`config.mk`:
```
export PLATFORM = sky130hd
export DESIGN_NAME = line_burst_master
export DESIGN_NICKNAME = d
export VERILOG_FILES = /design/src/rtl/lbm_pkg.sv /design/src/rtl/lbm_seq.sv /design/src/rtl/lbm_addr_gen.sv /design/src/rtl/lbm_line_buf.sv /design/src/rtl/line_burst_master.sv
export SDC_FILE = /design/constraint.sdc
export NUM_CORES = 1
export LEC_CHECK = 0
export BUFFER_PORTS_ARGS = -buffer_cell sky130_fd_sc_hd__buf_4
export CORE_AREA = 2 2 154 156
export CTS_BUF_LIST = sky130_fd_sc_hd__clkbuf_2 sky130_fd_sc_hd__clkbuf_4 sky130_fd_sc_hd__clkbuf_8
export CTS_CLUSTER_SIZE = 30
export DETAILED_ROUTE_END_ITERATION = 10
export DIE_AREA = 0 0 156 158
export PLACE_DENSITY = 0.75
export REMOVE_ABC_BUFFERS = 1
export SLEW_MARGIN = 25
export SYNTH_ARGS = -nofsm -noshare
export SYNTH_HDL_FRONTEND = slang
export SYNTH_SLANG_ARGS = --single-unit
```
`constraint.sdc`:
```
create_clock -name clk -period 2.4 [get_ports clk]
set_clock_uncertainty 0.2 [all_clocks]
set_input_delay 0.12 -clock clk [delete_from_list [all_inputs] [get_ports clk]]
set_output_delay 0.12 -clock clk [all_outputs]
set_load 0.02 [all_outputs]
```
`src/rtl/lbm_pkg.sv`:
```
package lbm_pkg;

  typedef enum logic [1:0] {
    SZ_LONG = 2'b00,
    SZ_LINE = 2'b11
  } bus_size_e;

  typedef enum logic [1:0] {
    PH_IDLE = 2'd0,
    PH_ADDR = 2'd1,
    PH_DATA = 2'd2
  } phase_e;

endpackage

```
`src/rtl/lbm_seq.sv`:
```
module lbm_seq #(
  parameter int BEATS = 4,
  localparam int BEAT_W = $clog2(BEATS)
) (
  input  logic              clk,
  input  logic              rst_n,
  input  logic              start,
  input  logic              bus_ack,
  input  logic              bus_binh,
  output lbm_pkg::phase_e   phase,
  output logic [BEAT_W-1:0] beat,
  output logic              single,
  output logic              done
);
  import lbm_pkg::*;

  localparam logic [BEAT_W-1:0] LAST_BEAT = BEAT_W'(BEATS - 1);

  always_ff @(posedge clk) begin
    if (!rst_n) begin
      phase  <= PH_IDLE;
      beat   <= '0;
      single <= 1'b0;
      done   <= 1'b0;
    end else begin
      done <= 1'b0;
      unique case (phase)
        PH_IDLE: begin
          if (start) begin
            phase  <= PH_ADDR;
            beat   <= '0;
            single <= 1'b0;
          end
        end
        PH_ADDR: phase <= PH_DATA;
        PH_DATA: begin
          if (bus_ack) begin
            if (beat == LAST_BEAT) begin
              phase <= PH_IDLE;
              done  <= 1'b1;
            end else if (!single && beat == '0 && bus_binh) begin
              // slave refused the burst: finish with single cycles
              single <= 1'b1;
              beat   <= beat + 1'b1;
              phase  <= PH_ADDR;
            end else begin
              beat <= beat + 1'b1;
              if (single) phase <= PH_ADDR;
            end
          end
        end
        default: phase <= PH_IDLE;
      endcase
    end
  end

endmodule

```
`src/rtl/lbm_addr_gen.sv`:
```
module lbm_addr_gen #(
  parameter int ADDR_W = 32,
  parameter int DATA_W = 32,
  parameter int BEATS  = 4,
  localparam int BEAT_W  = $clog2(BEATS),
  localparam int BYTE_SH = $clog2(DATA_W / 8),
  localparam int OFF_W   = BEAT_W + BYTE_SH
) (
  input  logic              clk,
  input  logic              rst_n,
  input  logic              start,
  input  logic [ADDR_W-1:0] req_addr,
  input  logic [BEAT_W-1:0] beat,
  input  logic              single,
  output logic [ADDR_W-1:0] bus_addr,
  output logic [1:0]        bus_size
);
  import lbm_pkg::*;

  logic [ADDR_W-OFF_W-1:0] line_q;

  always_ff @(posedge clk) begin
    if (!rst_n) line_q <= '0;
    else if (start) line_q <= req_addr[ADDR_W-1:OFF_W];
  end

  always_comb begin
    if (single) begin
      bus_addr = {line_q, beat, {BYTE_SH{1'b0}}};
      bus_size = SZ_LONG;
    end else begin
      bus_addr = {line_q, {OFF_W{1'b0}}};
      bus_size = SZ_LINE;
    end
  end

endmodule

```
`src/rtl/lbm_line_buf.sv`:
```
module lbm_line_buf #(
  parameter int DATA_W = 32,
  parameter int BEATS  = 4,
  localparam int BEAT_W = $clog2(BEATS)
) (
  input  logic                    clk,
  input  logic                    rst_n,
  input  logic                    load,
  input  logic [BEATS*DATA_W-1:0] load_line,
  input  logic                    cap,
  input  logic [BEAT_W-1:0]       idx,
  input  logic [DATA_W-1:0]       cap_data,
  output logic [DATA_W-1:0]       slot_out,
  output logic [BEATS*DATA_W-1:0] line_out
);

  logic [DATA_W-1:0] slot_q [BEATS];

  for (genvar k = 0; k < BEATS; k++) begin : g_slot
    always_ff @(posedge clk) begin
      if (!rst_n) slot_q[k] <= '0;
      else if (load) slot_q[k] <= load_line[k*DATA_W +: DATA_W];
      else if (cap && idx == BEAT_W'(k)) slot_q[k] <= cap_data;
    end
    assign line_out[k*DATA_W +: DATA_W] = slot_q[k];
  end

  assign slot_out = slot_q[idx];

endmodule

```
`src/rtl/line_burst_master.sv`:
```
module line_burst_master #(
  parameter int ADDR_W = 32,
  parameter int DATA_W = 32,
  parameter int BEATS  = 4,
  localparam int BEAT_W = $clog2(BEATS),
  localparam int LINE_W = BEATS * DATA_W
) (
  input  logic              clk,
  input  logic              rst_n,
  input  logic              req_valid,
  output logic              req_ready,
  input  logic              req_write,
  input  logic [ADDR_W-1:0] req_addr,
  input  logic [LINE_W-1:0] wr_line,
  output logic [LINE_W-1:0] rd_line,
  output logic              done,
  output logic              bus_ts,
  output logic [ADDR_W-1:0] bus_addr,
  output logic [1:0]        bus_size,
  output logic              bus_rw,
  output logic [DATA_W-1:0] bus_dout,
  input  logic [DATA_W-1:0] bus_din,
  input  logic              bus_ack,
  input  logic              bus_binh
);
  import lbm_pkg::*;

  phase_e            phase;
  logic [BEAT_W-1:0] beat;
  logic              single;
  logic              start;
  logic              read_q;
  logic [DATA_W-1:0] slot;

  assign req_ready = (phase == PH_IDLE);
  assign start     = req_valid && req_ready;
  assign bus_ts    = (phase == PH_ADDR);
  assign bus_rw    = read_q;
  assign bus_dout  = (phase != PH_IDLE && !read_q) ? slot : '0;

  always_ff @(posedge clk) begin
    if (!rst_n) read_q <= 1'b1;
    else if (start) read_q <= !req_write;
  end

  lbm_seq #(.BEATS(BEATS)) u_seq (
    .clk      (clk),
    .rst_n    (rst_n),
    .start    (start),
    .bus_ack  (bus_ack),
    .bus_binh (bus_binh),
    .phase    (phase),
    .beat     (beat),
    .single   (single),
    .done     (done)
  );

  lbm_addr_gen #(.ADDR_W(ADDR_W), .DATA_W(DATA_W), .BEATS(BEATS)) u_addr (
    .clk      (clk),
    .rst_n    (rst_n),
    .start    (start),
    .req_addr (req_addr),
    .beat     (beat),
    .single   (single),
    .bus_addr (bus_addr),
    .bus_size (bus_size)
  );

  lbm_line_buf #(.DATA_W(DATA_W), .BEATS(BEATS)) u_buf (
    .clk       (clk),
    .rst_n     (rst_n),
    .load      (start),
    .load_line (wr_line),
    .cap       (phase == PH_DATA && bus_ack && read_q),
    .idx       (beat),
    .cap_data  (bus_din),
    .slot_out  (slot),
    .line_out  (rd_line)
  );

endmodule

```
== After elaboration in Yosys (flattened, before gate mapping) ==
Memories as Yosys holds them, arrays and structs flattened. A register that Yosys moved wholly into a read port is not among the register bits.
Index checks and enable logic that the tools add are counted.

* $add $sub $neg: 1
* Multiply operators: 0
* Divide/modulo/power cells: 0
* $lt $le $gt $ge: 0
* Eq/ne operators: 10
* Shift-type cells: 0
* Muxes and demuxes: 49
* Bitwise logic cells: 8
* Reductions and logical operators: 21

{| class="wikitable"
|+ Operators by type and width
! kind !! count
|-
| $mux 32 || 9
|-
| $mux 1 || 25
|-
| $mux 2 || 11
|-
| $logic_and 1x1->1 || 10
|-
| $or 1x1->1 || 8
|-
| $eq 2x2->1 const B || 3
|-
| $pmux 2 s3 || 1
|-
| $reduce_and 3->1 || 2
|-
| $reduce_and 5->1 || 1
|-
| $eq 2x1->1 const B || 2
|-
| $logic_not 2->1 || 2
|-
| $mux 4 || 1
|-
| $ne 2x1->1 const B || 2
|-
| $ne 2x2->1 const B || 2
|-
| $ne 4x1->1 const B || 1
|-
| $pmux 2 s2 || 1
|-
| $reduce_and 4->1 || 1
|-
| $reduce_bool 2->1 || 2
|-
| $logic_not 1->1 || 3
|-
| $add 2x1->2 const B || 1
|-
| $pmux 1 s2 || 1
|}

* Register bits after elaboration: 35
* Latch bits: 0
* Memory bits (writable): 128
* ROM bits: 0
* Bits of input ports: 198
* Output and inout bits: 198
* Word-level logic and storage cells: 96
* Memories kept: 1

{| class="wikitable"
|+ Memories
! memory !! words !! bits a word !! read ports !! clocked after Yosys merged registers in !! write ports !! line !! text
|-
| u_buf.slot_q || 4 || 32 || 5 || 1 || 4 || lbm_line_buf.sv:17 || <nowiki>logic [DATA_W-1:0] slot_q [BEATS];</nowiki>
|}

== Depth between registers and ports, before layout ==
Gate-level depths: netlist (run 1).

* Depth after elaboration: 9
* Mapped depth: 7
* Gate-level depth less buffers: 5

== Modules after synthesis ==
From an unflattened synthesis (run 1), not the netlist that was laid out.

* Cells, all modules: 554
* Area, all modules: 8167.8 um^2

{| class="wikitable"
|+ By module, submodules not included
! module !! times used !! cells an instance !! area an instance (um^2)
|-
| lbm_line_buf || 1 || 379 || 6319.8
|-
| lbm_addr_gen || 1 || 96 || 1117.3
|-
| line_burst_master || 1 || 44 || 410.4
|-
| lbm_seq || 1 || 35 || 320.3
|}

== Worst setup path before layout (run 1) ==
OpenSTA, ideal clock, no wires.

* Path type: register -> register
* Start: reg read_q, in the netlist bus_rw
* End: mem u_buf.slot_q[3][0] (enable)
* Data arrival time: 1980 ps
* Data required time: 1806 ps
* Setup slack: -174 ps
* Cell stages (with the launch flop): 6
* Buffers on the path: 2
* Period minus slack after synthesis: 2574 ps
* Path through: dfxtp_1 > and4b_2 > buf_2 > and4_4 > buf_6 > nand2b_1

{| class="wikitable"
|+ RTL lines
! what !! line !! text
|-
| from (decl) || line_burst_master.sv:32 || <nowiki>logic read_q;</nowiki>
|-
| from (signal assigned) || line_burst_master.sv:43 || <nowiki>else if (start) read_q <= !req_write;</nowiki>
|-
| to (decl) || lbm_line_buf.sv:17 ||
|}

==> results of run 1 <==
-- placed cells by master, fill, tap and decap left out, types with 2 or more instances in the layout --
master,Yosys,final
sky130_fd_sc_hd__a21oi_1,2,2
sky130_fd_sc_hd__a22o_1,156,156
sky130_fd_sc_hd__and3_2,0,2
sky130_fd_sc_hd__and4_4,2,2
sky130_fd_sc_hd__buf_12,0,4
sky130_fd_sc_hd__buf_4,4,405
sky130_fd_sc_hd__clkbuf_8,0,17
sky130_fd_sc_hd__clkinv_1,0,3
sky130_fd_sc_hd__clkinv_2,0,2
sky130_fd_sc_hd__clkinv_4,0,3
sky130_fd_sc_hd__clkinvlp_4,0,3
sky130_fd_sc_hd__conb_1,1,2
sky130_fd_sc_hd__dfxtp_1,37,35
sky130_fd_sc_hd__dfxtp_2,0,2
sky130_fd_sc_hd__dlygate4sd3_1,0,195
sky130_fd_sc_hd__edfxtp_1,128,128
sky130_fd_sc_hd__ha_1,4,4
sky130_fd_sc_hd__inv_1,4,4
sky130_fd_sc_hd__inv_6,0,4
sky130_fd_sc_hd__mux2i_1,2,2
sky130_fd_sc_hd__mux4_2,32,32
sky130_fd_sc_hd__nand2_1,9,6
sky130_fd_sc_hd__nand2_2,0,3
sky130_fd_sc_hd__nand3_1,2,2
sky130_fd_sc_hd__nor2_1,5,5
sky130_fd_sc_hd__nor2b_1,33,33
-- synthesized netlist by cell type, types with 2 or more instances --
cell type / number
sky130_fd_sc_hd__a22o_1: 156
sky130_fd_sc_hd__edfxtp_1: 128
sky130_fd_sc_hd__dfxtp_1: 37
sky130_fd_sc_hd__nor2b_1: 33
sky130_fd_sc_hd__mux4_2: 32
sky130_fd_sc_hd__buf_2: 28
sky130_fd_sc_hd__buf_6: 10
sky130_fd_sc_hd__clkbuf_1: 10
sky130_fd_sc_hd__nand2_1: 9
sky130_fd_sc_hd__nor2_1: 5
sky130_fd_sc_hd__and3_1: 4
sky130_fd_sc_hd__buf_4: 4
sky130_fd_sc_hd__ha_1: 4
sky130_fd_sc_hd__inv_1: 4
sky130_fd_sc_hd__buf_8: 3
sky130_fd_sc_hd__a21oi_1: 2
sky130_fd_sc_hd__and4_4: 2
sky130_fd_sc_hd__mux2i_1: 2
sky130_fd_sc_hd__nand2b_1: 2
sky130_fd_sc_hd__nand3_1: 2
-- layer usage --
| metal | up-vias | share of wire (%) |
|---|---|---|
| li1 | 3135 | - |
| met1 | 3529 | 35 |
| met4 | 0 | 3.6 |
| met2 | 461 | 53 |
| met3 | 82 | 8.5 |
| met5 | - | 0 |
-- per-stage QoR --
step / hold WS (ps) / setup WS (ps) / cell area (sq um) / setup TNS (ps) / total power, W
detailed placement: 134 / 303 / 10700 / 0 / 0.00559
floorplan: 32.7 / -1900 / 7200 / -349130 / 0.00457
finish: 232 / 148 / 13000 / 0 / 0.00765
global placement: 133 / 326 / 10700 / 0 / 0.00555
global route: 201 / 38.9 / 13000 / 0 / 0.00794
CTS: 188 / 64.9 / 13000 / 0 / 0.00765
-- tightest hold or removal path, delay by kind of cell --
family | cells | cell delay (ps)
AOI/OAI and AO/OA | 1 | 110
buffers and inverters | 2 | 620
-- state kept, by name, indices dropped and copies added, names as in the netlist, named ones only --
name and cells:
u_seq.phase 2, bus_rw 1, u_addr.line_q 28, u_seq.done 1, u_buf.slot_q 128, u_seq.beat 2
u_seq.single 1
-- logic make-up after synthesis --
family	synth area share (%)
AO/OA/AOI/OAI	18.7
adder cells (fa/ha/maj)	0.662
buffers and inverters	5.03
flip-flops	60.6
multiplexers	9.80
other	0.0496
AND/OR/NAND/NOR	5.15
-- path summary, 6_finish.rpt --
kind / from / to / slack, ps / cells past startpoint
worst max register to register: u_seq.phase[1] / u_buf.slot_q[2][10] / 240 / 3
worst min register to register: u_addr.line_q[21] / u_addr.line_q[21] / 290 / 1
worst max-delay path: flop / bus_dout[8] / 150 / 4
worst min-delay path: req_addr[25] / u_addr.line_q[21] / 230 / 3
-- cell type report --
class	count	area, sq um	share of cell area, %
multi-input combinational	267	2630	20.2
sequential	165	4590	35.2
clock buffer	17	234	1.80
inverter	4	15.0	0.115
timing repair buffer	605	5090	39.1
antenna	1	2.50	0.0192
tap	290	363	2.79
clock inverter	15	105	0.807
-- where the power goes --
part	internal (W)	switching [W]	total (W)	leakage (nW)
Combinational	0.00114	0.00105	0.00219	3.76
Clock	0.000718	0.00110	0.00182	0.166
Sequential	0.00343	0.000202	0.00363	1.69
Total	0.00529	0.00236	0.00765	5.62
-- timing repair --
item	in CTS	in global routing
endpoints found under the hold margin	165	0
hold buffers	195	0
resized for setup	1	1
buffers inserted	0	0
setup endpoints to repair	2	1
==> flow_metrics.py, run 1 <==
metrics = {
    "clock_network": {
        "cts_tree": "yes",
        "clockRootBuffer": "sky130_fd_sc_hd__clkbuf_8",
        "clock_insertion_delay_worst_skew_ps": 440,
        "htree_levels": 4,
        "worst_setup_hold_path_clk_slew_ps": 90,
        "cts.path.max_buffers": 2,
        "numClockSinks": 165,
        "cts_buffers": 17,
    },
    "critical_path": {
        "crit_slowest_cell": "sky130_fd_sc_hd__mux4_2",
        "critical_path_required_ps": 2080,
        "startpoint_type": "flop",
        "timing.critical_path.buf_inv": 2,
        "cp_data_arrival_time_ps": 1930,
        "setup.worst_path.end_class": "output port",
        "timing.critical_path.fanout_max": 14,
        "critical-path-max-stage-delay_ps": 540,
        "path_cells": "buf_8 -> mux4_2 -> nor2b_1 -> buf_4",
        "critical_path_class": "flop to output port",
        "critPathTopFamily": "multiplexers",
    },
    "hold_path": {
        "hp-class": "input port to flop",
    },
    "global_routing": {
        "grt.total_usage_pct": 23.3,
        "gr-total-overflow": 0,
        "global_route.usage.met3_pct": 6.68,
        "largest_net_degree_at_the_start_of_global_routing": 86,
        "wire_length_of_the_first_global_routing_pass_um": 42900,
        "antenna_found_initial": 1,
        "grt.met2_usage_pct": 43.1,
        "grt.met1_usage_pct": 24.2,
        "first_global_vias": 7711,
        "globalRoute.busiestLayer": "met2",
    },
    "synthesis": {
        "synth_enable_flop_cells": 128,
        "synth_warnings": 0,
        "postSynth.asyncResetShare_pct": 0,
        "synthesis.area_per_instance_sq_um": 15.4,
        "area_fraction_of_the_dominant_cell_type_after_synthesis_pct": 50.8,
        "seq_area_frac_synth_pct": 60.6,
        "synth_area_leader_cell": "sky130_fd_sc_hd__edfxtp_1",
        "synthDistinctLibCells": 33,
        "synth_seq_cells": 165,
        "ys_dominant_reg_cell": "sky130_fd_sc_hd__edfxtp_1",
        "mappedNetlistArea_sq_um": 7560,
        "synth_area_leaders": "sky130_fd_sc_hd__edfxtp_1, sky130_fd_sc_hd__a22o_1, sky130_fd_sc_hd__dfxtp_1",
        "number_of_standard_cells_after_synthesis": 490,
    },
    "die": {
        "coreArea_sq_um": 23100,
        "io-pin-count": 396,
        "die_area_sq_um": 24600,
        "floorplan.die.height_um": 158,
        "initial_core_utilization_pct": 32.8,
        "dieWidth_um": 156,
        "num_rows": 56,
    },
    "routing": {
        "firstDrtPassIters": 6,
        "wirelength_um": 30200,
        "post-route-drc-count": 0,
        "vias_per_cell": 5.28,
        "postRouteAntennaNets": 0,
        "via_count": 7207,
        "post_drt_wl_per_cell_um": 22.1,
        "drt-initial-drc-count": 532,
    },
    "status": {
        "run_status": "finished, final reports clean",
    },
    "timing": {
        "unrepaired_setup_endpoints_after_global_routing": "false",
        "final_min_period_over_clock_period_pct": 93.8,
        "drv_slew": 0,
        "fmaxAchievable_mhz": 444,
        "hold_violations": 0,
        "timing.max_slew.rel_slack_pct": 40.4,
        "actual_transition_at_the_worst_max_transition_pin_ps": 894,
        "finalSetupViolCount": 0,
        "period_minus_slack_ps": 2250,
    },
    "placement": {
        "final_estimated_routing_congestion_in_global_placement": 0.790,
        "hpwl_um": 19700,
        "placement.io_buffers": 389,
        "placed_cells": 1136,
    },
    "finish": {
        "nNetsFinal": 1262,
        "final_cells": 1364,
        "layout-drive-gt1-share_pct": 45.2,
        "fillCellCount": 1754,
        "final_util_pct": 56.5,
        "syn2layout_area_growth_pct": 72.2,
    },
    "power_and_ir_drop": {
        "ir_drop_worst_vdd_mv": 0.340,
        "power.density_cell_area_nw_per_um2": 587,
        "leakage_power_nw": 5.62,
    },
    "job": {
        "cap_violations": 0,
    },
}
No activity file was read; power rests on OpenSTA's default activity.
==> run 2, diff against run 1 <==
--- a/config.mk
+++ b/config.mk
@@ -11,6 +11,7 @@
 export CTS_CLUSTER_SIZE = 30
 export DETAILED_ROUTE_END_ITERATION = 10
 export DIE_AREA = 0 0 156 158
+export MAX_ROUTING_LAYER = met4
 export PLACE_DENSITY = 0.75
 export REMOVE_ABC_BUFFERS = 1
 export SLEW_MARGIN = 25
==> flow_metrics.py, run 2 (synthesis results as in run 1) <==
metrics = {
    "critical_path": {
        "critical_path_class": "flop to output port",
        "cp_data_arrival_time_ps": 1930,
        "reg2reg_depth": 3,
        "r2r_end": "u_buf.slot_q[2][10]",
        "critical_path_required_ps": 2080,
        "startpoint_type": "flop",
        "setup.worst_path.end_class": "output port",
        "timing.critical_path.fanout_max": 14,
        "worst-r2r-setup-slack_ps": 230,
        "worstReg2RegStart": "u_seq.phase[1]",
    },
    "placement": {
        "placement.io_buffers": 389,
        "final_estimated_routing_congestion_in_global_placement": 0.802,
        "dpl-instance-area_sq_um": 10700,
        "hpwl_um": 19700,
        "placement.setup.worst_slack_ps": 303,
    },
    "power_and_ir_drop": {
        "power.density_cell_area_nw_per_um2": 587,
        "report.power.total_w": 0.00765,
        "leakage_power_nw": 5.62,
        "ir_drop_worst_vdd_mv": 0.340,
    },
    "global_routing": {
        "gr-total-overflow": 0,
        "antenna_found_initial": 1,
        "largest_net_degree_at_the_start_of_global_routing": 86,
        "wire_length_of_the_first_global_routing_pass_um": 42800,
        "first_global_vias": 7733,
        "grt.total_usage_pct": 24.0,
    },
    "job": {
        "cap_violations": 0,
    },
    "timing": {
        "timing.final.ws_setup_ps": 151,
        "fin_hold_ws_ps": 235,
        "drv_slew": 0,
        "unrepaired_setup_endpoints_after_global_routing": "false",
        "fmaxAchievable_mhz": 445,
        "final_min_period_over_clock_period_pct": 93.7,
        "actual_transition_at_the_worst_max_transition_pin_ps": 903,
        "hold_violations": 0,
        "timing.max_slew.rel_slack_pct": 39.8,
        "finalSetupViolCount": 0,
        "period_minus_slack_ps": 2250,
    },
    "finish": {
        "nNetsFinal": 1262,
        "fillCellCount": 1754,
        "reg_top3": "u_buf.slot_q x128, u_addr.line_q x28",
        "final_util_pct": 56.5,
        "syn2layout_area_growth_pct": 72.2,
        "largest-register": "u_buf.slot_q",
        "most_common_cell_after_layout_fill_and_taps_aside": "sky130_fd_sc_hd__buf_4",
        "finish.instance_area_sq_um": 13000,
        "number_of_flip_flops_in_the_largest_register": 128,
        "layout-drive-gt1-share_pct": 45.2,
        "mostFrequentLayoutCells": "sky130_fd_sc_hd__buf_4, sky130_fd_sc_hd__dlygate4sd3_1, sky130_fd_sc_hd__a22o_1",
    },
    "clock_network": {
        "cts.path.max_buffers": 2,
        "numClockSinks": 165,
        "worst_setup_hold_path_clk_slew_ps": 90,
        "cts_buffers": 17,
        "clockRootBuffer": "sky130_fd_sc_hd__clkbuf_8",
        "clock_insertion_delay_worst_skew_ps": 440,
        "post-cts-setup-buffer-count": 0,
        "cts_tree": "yes",
        "htree_levels": 4,
    },
    "hold_path": {
        "hp-class": "input port to flop",
        "hold_path_stages": 3,
        "holdCritStartpoint": "req_addr[25]",
        "hold_end": "u_addr.line_q[21]",
    },
    "routing": {
        "post-route-drc-count": 0,
        "wirelength_um": 30200,
        "via_count": 7205,
        "postRouteAntennaNets": 0,
        "firstDrtPassIters": 5,
        "post_drt_wl_per_cell_um": 22.2,
        "drt-initial-drc-count": 539,
        "vias_per_cell": 5.28,
    },
    "die": {
        "dieWidth_um": 156,
        "initial_core_utilization_pct": 32.8,
        "die_area_sq_um": 24600,
        "num_rows": 56,
        "floorplan.die.height_um": 158,
        "coreArea_sq_um": 23100,
        "io-pin-count": 396,
    },
    "status": {
        "run_status": "finished, final reports clean",
    },
}
run 2: cell counts in the layout (fill, tap and decap cells not counted):
No cell type changed its count.
run 2: how the worst max path moves through the flow:
stage | startpoint | end | slack, ps | cells after the start
4_1_cts | flop | bus_dout[6] | 60 | 4
3_3_place_gp | u_seq.phase[1] | u_buf.slot_q[2][21] | 330 | 3
5_1_grt | flop | bus_dout[2] | 40 | 4
2_1_floorplan | u_seq.phase[0] | bus_rw | -1900 | 3
3_5_place_dp | u_seq.phase[1] | u_buf.slot_q[0][14] | 300 | 3
6_report | flop | bus_dout[2] | 150 | 4
run 2: cell type report:
| type | instances | area, sq um | area share (%) |
|---|---|---|---|
| timing repair buffer | 605 | 5090 | 39.1 |
| multi-input combinational | 267 | 2630 | 20.2 |
| clock inverter | 15 | 105 | 0.807 |
| sequential | 165 | 4590 | 35.2 |
| antenna | 1 | 2.50 | 0.0192 |
| tap | 290 | 363 | 2.79 |
| inverter | 4 | 15.0 | 0.115 |
| clock buffer | 17 | 234 | 1.80 |
run 2: repair_timing:
item                                   4_1_cts  5_1_grt
resized for setup                            1        1
endpoints found under the hold margin      165        0
setup endpoints to repair                    2        1
hold buffers                               195        0
run 2: stage by stage:
step | setup TNS, ps | instances
floorplan | -349130 | 436
global route | 0 | 1364
detailed placement | 0 | 1136
global placement | 0 | 1136
finish | 0 | 1364
CTS | 0 | 1363
run 2: power by group:
| part | internal, W | switching [W] |
|---|---|---|
| Sequential | 0.00343 | 0.000203 |
| Combinational | 0.00114 | 0.00105 |
| Clock | 0.000719 | 0.00110 |
run 2: per-layer routing:
metal	up-vias	share of wire (%)	GRT usage (%)
met5	-	0	-
met4	0	3.4	11.4
met3	74	7.8	5.80
met2	454	53	43.1
met1	3543	36	24.8
li1	3134	-	-
run 2: worst max-delay path, cell delays in order (launching register included):
cell	delay (ps)
sky130_fd_sc_hd__dfxtp_2	380
sky130_fd_sc_hd__buf_8	230
sky130_fd_sc_hd__mux4_2	550
sky130_fd_sc_hd__nor2b_1	150
sky130_fd_sc_hd__buf_4	160
==> run 3, diff against run 2 <==
--- a/config.mk
+++ b/config.mk
@@ -12,7 +12,6 @@
 export DETAILED_ROUTE_END_ITERATION = 10
 export DIE_AREA = 0 0 156 158
 export MAX_ROUTING_LAYER = met4
-export PLACE_DENSITY = 0.75
 export REMOVE_ABC_BUFFERS = 1
 export SLEW_MARGIN = 25
 export SYNTH_ARGS = -nofsm -noshare
==> flow_metrics.py, run 3 (synthesis results as in run 1) <==
metrics = {
    "finish": {
        "syn2layout_area_growth_pct": 76.3,
        "layout-drive-gt1-share_pct": 44.3,
        "reg_top3": "u_buf.slot_q x128, u_addr.line_q x28",
        "fillCellCount": 1816,
        "finish.instance_area_sq_um": 13300,
        "mostFrequentLayoutCells": "sky130_fd_sc_hd__buf_4, sky130_fd_sc_hd__dlygate4sd3_1, sky130_fd_sc_hd__a22o_1",
        "nNetsFinal": 1285,
        "largest-register": "u_buf.slot_q",
        "most_common_cell_after_layout_fill_and_taps_aside": "sky130_fd_sc_hd__buf_4",
        "number_of_flip_flops_in_the_largest_register": 128,
        "antenna_cells_inserted": 0,
    },
    "placement": {
        "placement.setup.worst_slack_ps": 320,
        "final_estimated_routing_congestion_in_global_placement": 0.790,
        "hpwl_um": 19200,
        "placement.io_buffers": 389,
        "dpl-instance-area_sq_um": 10800,
    },
    "global_routing": {
        "grt.total_usage_pct": 23.8,
        "largest_net_degree_at_the_start_of_global_routing": 80,
        "antenna_found_initial": 0,
        "first_global_vias": 7342,
        "gr-total-overflow": 0,
        "wire_length_of_the_first_global_routing_pass_um": 42500,
    },
    "critical_path": {
        "timing.critical_path.fanout_max": 78,
        "critical_path_class": "flop to flop",
        "timing.critical_path.buf_inv": 3,
        "crit_slowest_cell": "sky130_fd_sc_hd__dlygate4sd3_1",
        "critPathTopFamily": "buffers and inverters",
        "setup.worst_path.end_class": "flop",
        "path_cells": "buf_4 -> nor2_1 -> and3_4 -> buf_12 -> a22o_1 -> dlygate4sd3_1",
        "critical-path-max-stage-delay_ps": 560,
        "startpoint_type": "flop",
        "cp_data_arrival_time_ps": 2370,
        "critical_path_required_ps": 2400,
    },
    "clock_network": {
        "htree_levels": 4,
        "numClockSinks": 165,
        "cts_buffers": 17,
        "clockRootBuffer": "sky130_fd_sc_hd__clkbuf_8",
        "clock_insertion_delay_worst_skew_ps": 450,
        "cts_tree": "yes",
        "worst_setup_hold_path_clk_slew_ps": 100,
        "cts.path.max_buffers": 2,
        "post-cts-setup-buffer-count": 0,
    },
    "status": {
        "run_status": "finished, final reports clean",
    },
    "timing": {
        "finalSetupViolCount": 0,
        "unrepaired_setup_endpoints_after_global_routing": "true",
        "final_min_period_over_clock_period_pct": 98.4,
        "fmaxAchievable_mhz": 423,
        "timing.max_slew.rel_slack_pct": 39.4,
        "hold_violations": 0,
        "actual_transition_at_the_worst_max_transition_pin_ps": 909,
        "drv_slew": 0,
        "period_minus_slack_ps": 2360,
        "timing.final.ws_setup_ps": 37.6,
    },
    "power_and_ir_drop": {
        "pwr-share-comb_pct": 28.9,
        "switching_share_pct": 31.0,
        "report.power.total_w": 0.00777,
        "power.density_cell_area_nw_per_um2": 583,
        "clock_power_share_pct": 24.6,
        "leakage_power_nw": 5.81,
        "internal_power_w": 0.00536,
        "p_switching_w": 0.00241,
        "p_seq_share_pct": 46.4,
        "ir_drop_worst_vdd_mv": 0.340,
    },
    "routing": {
        "postRouteAntennaNets": 0,
        "post-route-drc-count": 0,
        "firstDrtPassIters": 5,
        "drt-initial-drc-count": 388,
        "wirelength_um": 29600,
        "via_count": 7068,
        "vias_per_cell": 5.10,
        "post_drt_wl_per_cell_um": 21.3,
    },
    "die": {
        "io-pin-count": 396,
        "num_rows": 56,
        "coreArea_sq_um": 23100,
        "floorplan.die.height_um": 158,
        "initial_core_utilization_pct": 32.8,
        "die_area_sq_um": 24600,
        "dieWidth_um": 156,
    },
    "job": {
        "cap_violations": 0,
    },
    "hold_path": {
        "hp-class": "input port to flop",
    },
}
## run 3: tightest hold or removal path: stages
cell                            delay, ps
sky130_fd_sc_hd__dlygate4sd3_1        520
sky130_fd_sc_hd__buf_4                100
sky130_fd_sc_hd__a22o_1               110
## run 3: final timing paths
kind,from,end,slack (ps),cells past startpoint
max reg2reg,u_seq.phase[0],u_buf.slot_q[3][24],40,6
max,u_seq.phase[0],u_buf.slot_q[3][24],40,6
min,req_addr[4],u_addr.line_q[0],220,3
min reg2reg,u_addr.line_q[22],u_addr.line_q[22],290,1
## run 3: metal layers
layer	GRT usage, %	wire length (um)	vias to the layer above
li1	-	-	3181
met2	41.4	15400	355
met3	3.97	1820	46
met5	-	0	-
met1	28.2	11800	3486
met4	7.91	620	0
## run 3: repair_timing
| action | 4_1_cts | 5_1_grt |
|---|---|---|
| hold buffers | 217 | 0 |
| hold endpoints to repair | 165 | 0 |
| setup endpoints to repair | 0 | 26 |
| gates resized for setup | 0 | 3 |
## run 3: metrics by stage
step	hold WS (ps)	instances	util [%]	TNS, ps
floorplan	32.7	436	-	-349130
finish	223	1386	57.8	0
global placement	125	1137	46.8	0
global route	191	1386	57.8	-84.4
CTS	170	1386	57.8	0
detailed placement	123	1137	46.8	0
## run 3: cell type report
| type | instances | area, sq um | share of cell area (%) |
|---|---|---|---|
| tap | 290 | 363 | 2.72 |
| multi-input combinational | 267 | 2630 | 19.7 |
| clock buffer | 17 | 234 | 1.76 |
| sequential | 165 | 4590 | 34.4 |
| inverter | 4 | 15.0 | 0.113 |
| clock inverter | 15 | 123 | 0.920 |
| timing repair buffer | 628 | 5380 | 40.4 |
## run 3: power groups by stage
stage	clock network, W	registers (W)	logic [W]
floorplan	0	0.00403	0.000539
global placement	0	0.00367	0.00193
detailed placement	0	0.00367	0.00194
CTS	0.00195	0.00361	0.00224
global route	0.00207	0.00364	0.00236
finish	0.00191	0.00361	0.00225
